### src/rtl/fan_pkg.sv
package fan_pkg;
  localparam logic [7:0] DUTY_FLOOR = 8'd51;
  localparam logic [7:0] DUTY_MAX   = 8'hFF;
  localparam int unsigned OFF_CTRL_A = 32'h0;
  localparam int unsigned OFF_CTRL_B = 32'h4;
  localparam int unsigned OFF_STAT   = 32'h10;

  typedef struct packed {
    logic [7:0] duty;
    logic       ppr4;
    logic       tach_on;
    logic       pwm_off;
    logic       mode;
    logic       en;
  } ctrl_t;
endpackage

### src/rtl/fan_regs.sv
module fan_regs
  import fan_pkg::*;
#(
  parameter int unsigned AW = 5
) (
  input  logic          clk_i,
  input  logic          rst_ni,
  input  logic          req_i,
  input  logic          we_i,
  input  logic [AW-1:0] addr_i,
  input  logic [31:0]   wdata_i,
  input  logic [15:0]   speed_i,
  output logic [31:0]   rdata_o,
  output ctrl_t         ctrl_o
);
  ctrl_t       ctrl_q;
  logic [15:0] maxspd_q;
  logic        wr, rd;

  assign wr = req_i & we_i;
  assign rd = req_i & ~we_i;

  always_ff @(posedge clk_i or negedge rst_ni) begin
    if (!rst_ni) begin
      ctrl_q   <= '0;
      maxspd_q <= '0;
    end else if (wr) begin
      if (32'(addr_i) == OFF_CTRL_A) begin
        ctrl_q.en      <= wdata_i[0];
        ctrl_q.mode    <= wdata_i[1];
        ctrl_q.pwm_off <= wdata_i[2];
        ctrl_q.tach_on <= wdata_i[4];
        ctrl_q.ppr4    <= wdata_i[5];
        ctrl_q.duty    <= wdata_i[23:16];
      end else if (32'(addr_i) == OFF_CTRL_B) begin
        maxspd_q <= wdata_i[15:0];
      end
    end
  end

  always_comb begin
    rdata_o = '0;
    if (rd) begin
      if (32'(addr_i) == OFF_CTRL_A)
        rdata_o = {8'h0, ctrl_q.duty, 10'h0, ctrl_q.ppr4, ctrl_q.tach_on,
                   1'b0, ctrl_q.pwm_off, ctrl_q.mode, ctrl_q.en};
      else if (32'(addr_i) == OFF_CTRL_B)
        rdata_o = {16'h0, maxspd_q};
      else if (32'(addr_i) == OFF_STAT)
        rdata_o = {16'h0, speed_i};
    end
  end

  assign ctrl_o = ctrl_q;

  // a write to the status offset leaves both control words unchanged
  a_r2_stat_wr_no_ctrl: assert property (@(posedge clk_i) disable iff (!rst_ni)
    (wr && 32'(addr_i) == OFF_STAT) |=> ($stable(ctrl_q) && $stable(maxspd_q)));
endmodule

### src/rtl/fan_pwm_gen.sv
module fan_pwm_gen
  import fan_pkg::*;
#(
  parameter int unsigned P_LONG  = 4_000_000,
  parameter int unsigned P_SHORT = 4_000
) (
  input  logic       clk_i,
  input  logic       rst_ni,
  input  logic       active_i,
  input  logic       mode_i,
  input  logic [7:0] duty_i,
  output logic       pwm_o
);
  localparam int unsigned PMAX = (P_LONG > P_SHORT) ? P_LONG : P_SHORT;
  localparam int unsigned CW   = $clog2(PMAX + 1);
  localparam int unsigned MW   = CW + 8;

  logic          run_q, mode_q;
  logic [7:0]    duty_q, duty_eff;
  logic [CW-1:0] cnt_q, per_q;
  logic [MW-1:0] pos_scaled, thr;

  assign duty_eff = (duty_i < DUTY_FLOOR) ? DUTY_FLOOR : duty_i;
  assign per_q    = mode_q ? CW'(P_SHORT) : CW'(P_LONG);

  always_ff @(posedge clk_i or negedge rst_ni) begin
    if (!rst_ni) begin
      run_q  <= 1'b0;
      cnt_q  <= '0;
      duty_q <= DUTY_FLOOR;
      mode_q <= 1'b0;
    end else if (!active_i) begin
      run_q <= 1'b0;
      cnt_q <= '0;
    end else if (!run_q || cnt_q == per_q - 1'b1) begin
      run_q  <= 1'b1;
      cnt_q  <= '0;
      duty_q <= duty_eff;   // settings taken only at a boundary
      mode_q <= mode_i;
    end else begin
      cnt_q <= cnt_q + 1'b1;
    end
  end

  // high while cnt*255 < duty*period -> ceil(duty*P/255) cycles, 0xFF = 100%
  assign pos_scaled = MW'(cnt_q) * MW'(255);
  assign thr        = MW'(duty_q) * MW'(per_q);
  assign pwm_o      = run_q && (pos_scaled < thr);

  a_r6_off_low: assert property (@(posedge clk_i) disable iff (!rst_ni)
    !active_i |=> !pwm_o);
  a_r5_floor_held: assert property (@(posedge clk_i) disable iff (!rst_ni)
    run_q |-> (duty_q >= DUTY_FLOOR));
  a_r7_mid_period_stable: assert property (@(posedge clk_i) disable iff (!rst_ni)
    (run_q && cnt_q != '0) |-> ($stable(duty_q) && $stable(mode_q)));
  a_r3_cnt_in_period: assert property (@(posedge clk_i) disable iff (!rst_ni)
    run_q |-> (cnt_q < per_q));
  a_r4_full_high: assert property (@(posedge clk_i) disable iff (!rst_ni)
    (run_q && duty_q == DUTY_MAX) |-> pwm_o);
endmodule

### src/rtl/fan_tach.sv
module fan_tach #(
  parameter int unsigned GATE_CYC = 100_000_000,
  parameter int unsigned RPM_MULT = 60
) (
  input  logic        clk_i,
  input  logic        rst_ni,
  input  logic        tach_i,
  input  logic        active_i,
  input  logic        ppr4_i,
  output logic [15:0] speed_o
);
  localparam int unsigned GW  = $clog2(GATE_CYC + 1);
  localparam int unsigned MLW = $clog2(RPM_MULT + 1);
  localparam int unsigned PW  = 16 + MLW;

  logic [2:0]    sync_q;
  logic          rise;
  logic [GW-1:0] gate_q;
  logic [15:0]   pulses_q, pulses_n, speed_q;
  logic [PW-1:0] prod, scaled;
  logic [15:0]   speed_n;

  always_ff @(posedge clk_i or negedge rst_ni) begin
    if (!rst_ni) sync_q <= '0;
    else         sync_q <= {sync_q[1:0], tach_i};
  end
  assign rise = sync_q[1] & ~sync_q[2];

  assign pulses_n = (rise && pulses_q != 16'hFFFF) ? pulses_q + 1'b1 : pulses_q;
  assign prod     = PW'(pulses_n) * PW'(RPM_MULT);
  assign scaled   = ppr4_i ? (prod >> 2) : (prod >> 1);
  assign speed_n  = (|scaled[PW-1:16]) ? 16'hFFFF : scaled[15:0];

  always_ff @(posedge clk_i or negedge rst_ni) begin
    if (!rst_ni) begin
      gate_q   <= '0;
      pulses_q <= '0;
      speed_q  <= '0;
    end else if (!active_i) begin
      gate_q   <= '0;
      pulses_q <= '0;
      speed_q  <= '0;
    end else if (gate_q == GW'(GATE_CYC - 1)) begin
      gate_q   <= '0;
      pulses_q <= '0;
      speed_q  <= speed_n;
    end else begin
      gate_q   <= gate_q + 1'b1;
      pulses_q <= pulses_n;
    end
  end

  assign speed_o = speed_q;

  a_r8_idle_zero: assert property (@(posedge clk_i) disable iff (!rst_ni)
    !active_i |=> (speed_o == 16'h0));
  a_r9_update_at_gate_end: assert property (@(posedge clk_i) disable iff (!rst_ni)
    (active_i && $past(active_i) && gate_q != '0) |-> $stable(speed_o));
endmodule

### src/rtl/fan_pwm_ctrl.sv
module fan_pwm_ctrl
  import fan_pkg::*;
#(
  parameter int unsigned AW       = 5,
  parameter int unsigned CLK_HZ   = 100_000_000,
  parameter int unsigned P_LONG   = CLK_HZ / 25,
  parameter int unsigned P_SHORT  = CLK_HZ / 25_000,
  parameter int unsigned GATE_CYC = CLK_HZ,
  parameter int unsigned RPM_MULT = (CLK_HZ / GATE_CYC) * 60
) (
  input  logic          clk_i,
  input  logic          rst_ni,
  input  logic          req_i,
  input  logic          we_i,
  input  logic [AW-1:0] addr_i,
  input  logic [31:0]   wdata_i,
  output logic [31:0]   rdata_o,
  input  logic          tach_i,
  output logic          pwm_o
);
  ctrl_t       ctrl;
  logic [15:0] speed;
  logic        pwm_act, tach_act;

  assign pwm_act  = ctrl.en & ~ctrl.pwm_off;
  assign tach_act = ctrl.tach_on & ctrl.mode;

  fan_regs #(.AW(AW)) u_regs (
    .clk_i, .rst_ni, .req_i, .we_i, .addr_i, .wdata_i,
    .speed_i(speed), .rdata_o, .ctrl_o(ctrl)
  );

  fan_pwm_gen #(.P_LONG(P_LONG), .P_SHORT(P_SHORT)) u_pwm (
    .clk_i, .rst_ni, .active_i(pwm_act), .mode_i(ctrl.mode),
    .duty_i(ctrl.duty), .pwm_o
  );

  fan_tach #(.GATE_CYC(GATE_CYC), .RPM_MULT(RPM_MULT)) u_tach (
    .clk_i, .rst_ni, .tach_i, .active_i(tach_act), .ppr4_i(ctrl.ppr4),
    .speed_o(speed)
  );
endmodule

### config.mk
export PLATFORM = sky130hd
export DESIGN_NAME = fan_pwm_ctrl
export DESIGN_NICKNAME = d
export VERILOG_FILES = /design/src/rtl/fan_pkg.sv /design/src/rtl/fan_regs.sv /design/src/rtl/fan_pwm_gen.sv /design/src/rtl/fan_tach.sv /design/src/rtl/fan_pwm_ctrl.sv
export SDC_FILE = /design/constraint.sdc
export NUM_CORES = 1
export LEC_CHECK = 0
export BUFFER_PORTS_ARGS = -buffer_cell sky130_fd_sc_hd__buf_4
export CORE_UTILIZATION = 68
export DETAILED_ROUTE_END_ITERATION = 16
export PLACE_DENSITY_LB_ADDON = 0.25
export SLEW_MARGIN = 30
export SYNTH_ARGS = -nofsm -noshare
export SYNTH_HDL_FRONTEND = slang
export SYNTH_SLANG_ARGS = --single-unit
### constraint.sdc
create_clock -name clk_i -period 8.7 [get_ports clk_i]
set_input_delay 0.435 -clock clk_i [delete_from_list [all_inputs] [get_ports clk_i]]
set_output_delay 0.435 -clock clk_i [all_outputs]
set_load 0.05 [all_outputs]
==> results.cfg <==
[route]
drcViolationCount = 0
vias = 10800
drtAntennaViolNets = 0
vias_per_cell = 5.65
post_drt_wl_per_cell_um = 15.8
routed_wl_um = 30200
first_iter_violations = 460
dr.pass1.iters = 4

[run]
drv_cap = 0

[timing]
grt_setup_unrepaired = no
clock_skew_ns = 0.0109
fin_crit_ns = 7.54
finalHoldViolations = 0
min_period_over_period_pct = 86.7
maxSlewHeadroom_pct = 41.8
worst_pin_slew_ns = 0.866
timing.setup.tns_ns = 0
max_freq_ghz = 0.133
slew_viol_final = 0
setup_viol = 0

[layout]
multi_input_area_mm2 = 0.0104
seqCellArea_mm2 = 0.00308
antennaDiodeCount = 0
drive_above_1_share_pct = 8.72
finalNetCount = 2021
layout_commonest_cell = inv_1
fillCellCount = 1487
fin_area_mm2 = 0.0161
area_delta_synth_final_pct = 8.70
final_cell_mix = 319 x inv_1, 184 x ha_1, 169 x fa_1

[synthesis]
syn_avg_cell_area_um2 = 9.42
synth_area_leaders = fa_1 23%, dfrtp_1 20%, ha_1 16%, inv_1 8.1%, xnor2_1 4.1%
yosysTopAreaCell = fa_1
synth_cell_types = 68
netlist_instances = 1573
synth-main-ff-cell = dfrtp_1
async_reset_ff_share_pct = 100
synth-seq-cells = 123
yosys_warnings = 0
synth_top_area_share_pct = 22.8
synth_seq_area_share_pct = 20.8
synth-edff-count = 0
syn_area_mm2 = 0.0148

[die]
rows = 53
die_w_um = 150
placeableCoreArea_mm2 = 0.0212
start_util_pct = 69.8
chipHeight_um = 150
io_pins = 75
die_area_mm2 = 0.0224

[critical_path]
worstPathMaxFanout = 5
r2r_start = u_tach.pulses_q[6]
critPathKind = flip-flop to output pin
start_kind = flip-flop
critical_path.startpoint = u_pwm.cnt_q[4]
crit_arrival_ns = 7.10
end_kind = output pin
cp.required_ns = 8.27

[place]
dpl-instance-area_mm2 = 0.0155
io_buffer_count = 58
hpwlAfterDp_um = 23400
place_congestion = 0.911

[clock_network]
cts_hold_buf = 0
htree_levels = 4
cts.sinks = 123
root_buffer = clkbuf_16
cts_resized = 0
clk_pin_slew_ns = 0.06
worstSkewPairLatency_ns = 0.44
tritoncts = yes
post_cts_buffers = 0
cts_buffer_depth = 2
cts_buffers = 17

[run_status]
status = complete, no violations

[power_and_ir_drop]
peakVddDrop_mv = 0.399
p_leak_nw = 8.70
finalPower_w = 0.00460
power.density_mw_per_mm2 = 286

[global_routing]
grt_start_max_net_pins = 64
antenna_found_initial = 0
grt_usage_pct = 30.0
grt_overflow = 0
grt_pass1_wl_um = 52800
grt_pass1_vias = 11400

[hold_path]
hold_class = input pin to asynchronous set/reset pin
## critical path, stage by stage, from the launching register on
cell and delay, ns:
dfrtp_1 0.49, inv_1 0.22, fa_1 0.60, fa_1 0.58, inv_1 0.06, fa_1 0.54, inv_1 0.06, fa_1 0.54
inv_1 0.04, ha_1 0.35, a21o_1 0.19, a21o_1 0.19, a311oi_2 0.32, nor2_2 0.14, a41o_4 0.30, a21bo_1 0.20
o31a_1 0.25, xor2_1 0.15, ha_1 0.29, nand4_1 0.12, nor2_1 0.25, o2111ai_1 0.15, a31oi_1 0.30, nor3_1 0.10
buf_4 0.20
## sequential cells by signal (all words and copies together), names as in the netlist
register / cells
u_pwm.cnt_q: 22
u_pwm.duty_q: 8
u_pwm.mode_q: 1
u_pwm.run_q: 1
u_regs.ctrl_o: 13
u_regs.maxspd_q: 16
u_tach.gate_q: 27
u_tach.pulses_q: 16
u_tach.speed_o: 16
u_tach.sync_q: 3
## final cells by class
| class | count | share of cell area [%] |
|---|---|---|
| clock buffers | 18 | 2.73 |
| clock inverters | 14 | 0.995 |
| flip-flops and latches | 123 | 19.1 |
| repair buffers | 62 | 2.89 |
| well taps | 275 | 2.14 |
| inverters | 320 | 7.46 |
| multi-input cells | 1102 | 64.6 |
## kinds of logic (layout without fill, tap and decap cells)
group	Yosys count	count (layout)	share of synthesized area [%]
AOI/OAI and AO/OA	233	233	10.3
other	1	8	0.0253
buffers and inverters	355	414	9.27
xor gates and xnor gates	115	115	6.80
DFF	123	123	20.8
adders and majority gates	353	353	38.4
and+or+nand+nor	355	355	11.6
muxes	38	38	2.80
## per-stage QoR
stage / hold slack (ns) / setup WS, ns / util (%) / instances
after floorplan: 0.139 / 1.64 / - / 1580
after global placement: 0.333 / 1.86 / 73.0 / 1882
after detailed placement: 0.346 / 1.66 / 73.0 / 1882
after CTS: 0.0880 / 1.18 / 75.8 / 1914
after global routing: 0.0912 / 0.843 / 75.9 / 1914
final: 0.0798 / 1.16 / 75.9 / 1914
## cells in the mapped netlist (19+ instances only)
cell type	number
inv_1	319
ha_1	184
fa_1	169
dfrtp_1	119
nor2_1	115
xnor2_1	69
nand2_1	68
a21oi_1	65
o21ai_0	49
xor2_1	46
nand3_1	42
mux2_2	28
a21o_1	26
nand4_1	24
clkbuf_1	23
and3_1	19
## layer usage
metal  part of all wire (%)  GRT usage, %  up-vias
li1                       -             -     5208
met1                     43          38.5     5366
met2                     51          51.7      197
met3                    3.0          4.45       50
met4                    2.1          10.2        0
met5                      0             0        -
## path summary, 6_finish.rpt
kind	depth (start not counted)	slack (ns)	end
min in group clk_i	1	0.11	u_tach.sync_q[0]
hold reg to reg	0	0.35	u_tach.sync_q[1]
max in group asynchronous	2	7.27	u_pwm.duty_q[2]
setup / recovery	24	1.16	pwm_o
hold / removal	1	0.08	u_tach.gate_q[20]
setup reg to reg	19	2.64	u_tach.speed_o[6]
## report_power, final
| part | leakage, nW | internal, W | total (W) | switching (W) |
|---|---|---|---|---|
| sequential | 1.67 | 0.000611 | 0.000662 | 0.0000511 |
| combinational | 6.74 | 0.00140 | 0.00320 | 0.00180 |
| clock | 0.286 | 0.000436 | 0.000744 | 0.000308 |
Power figures use the tool's default switching activity.
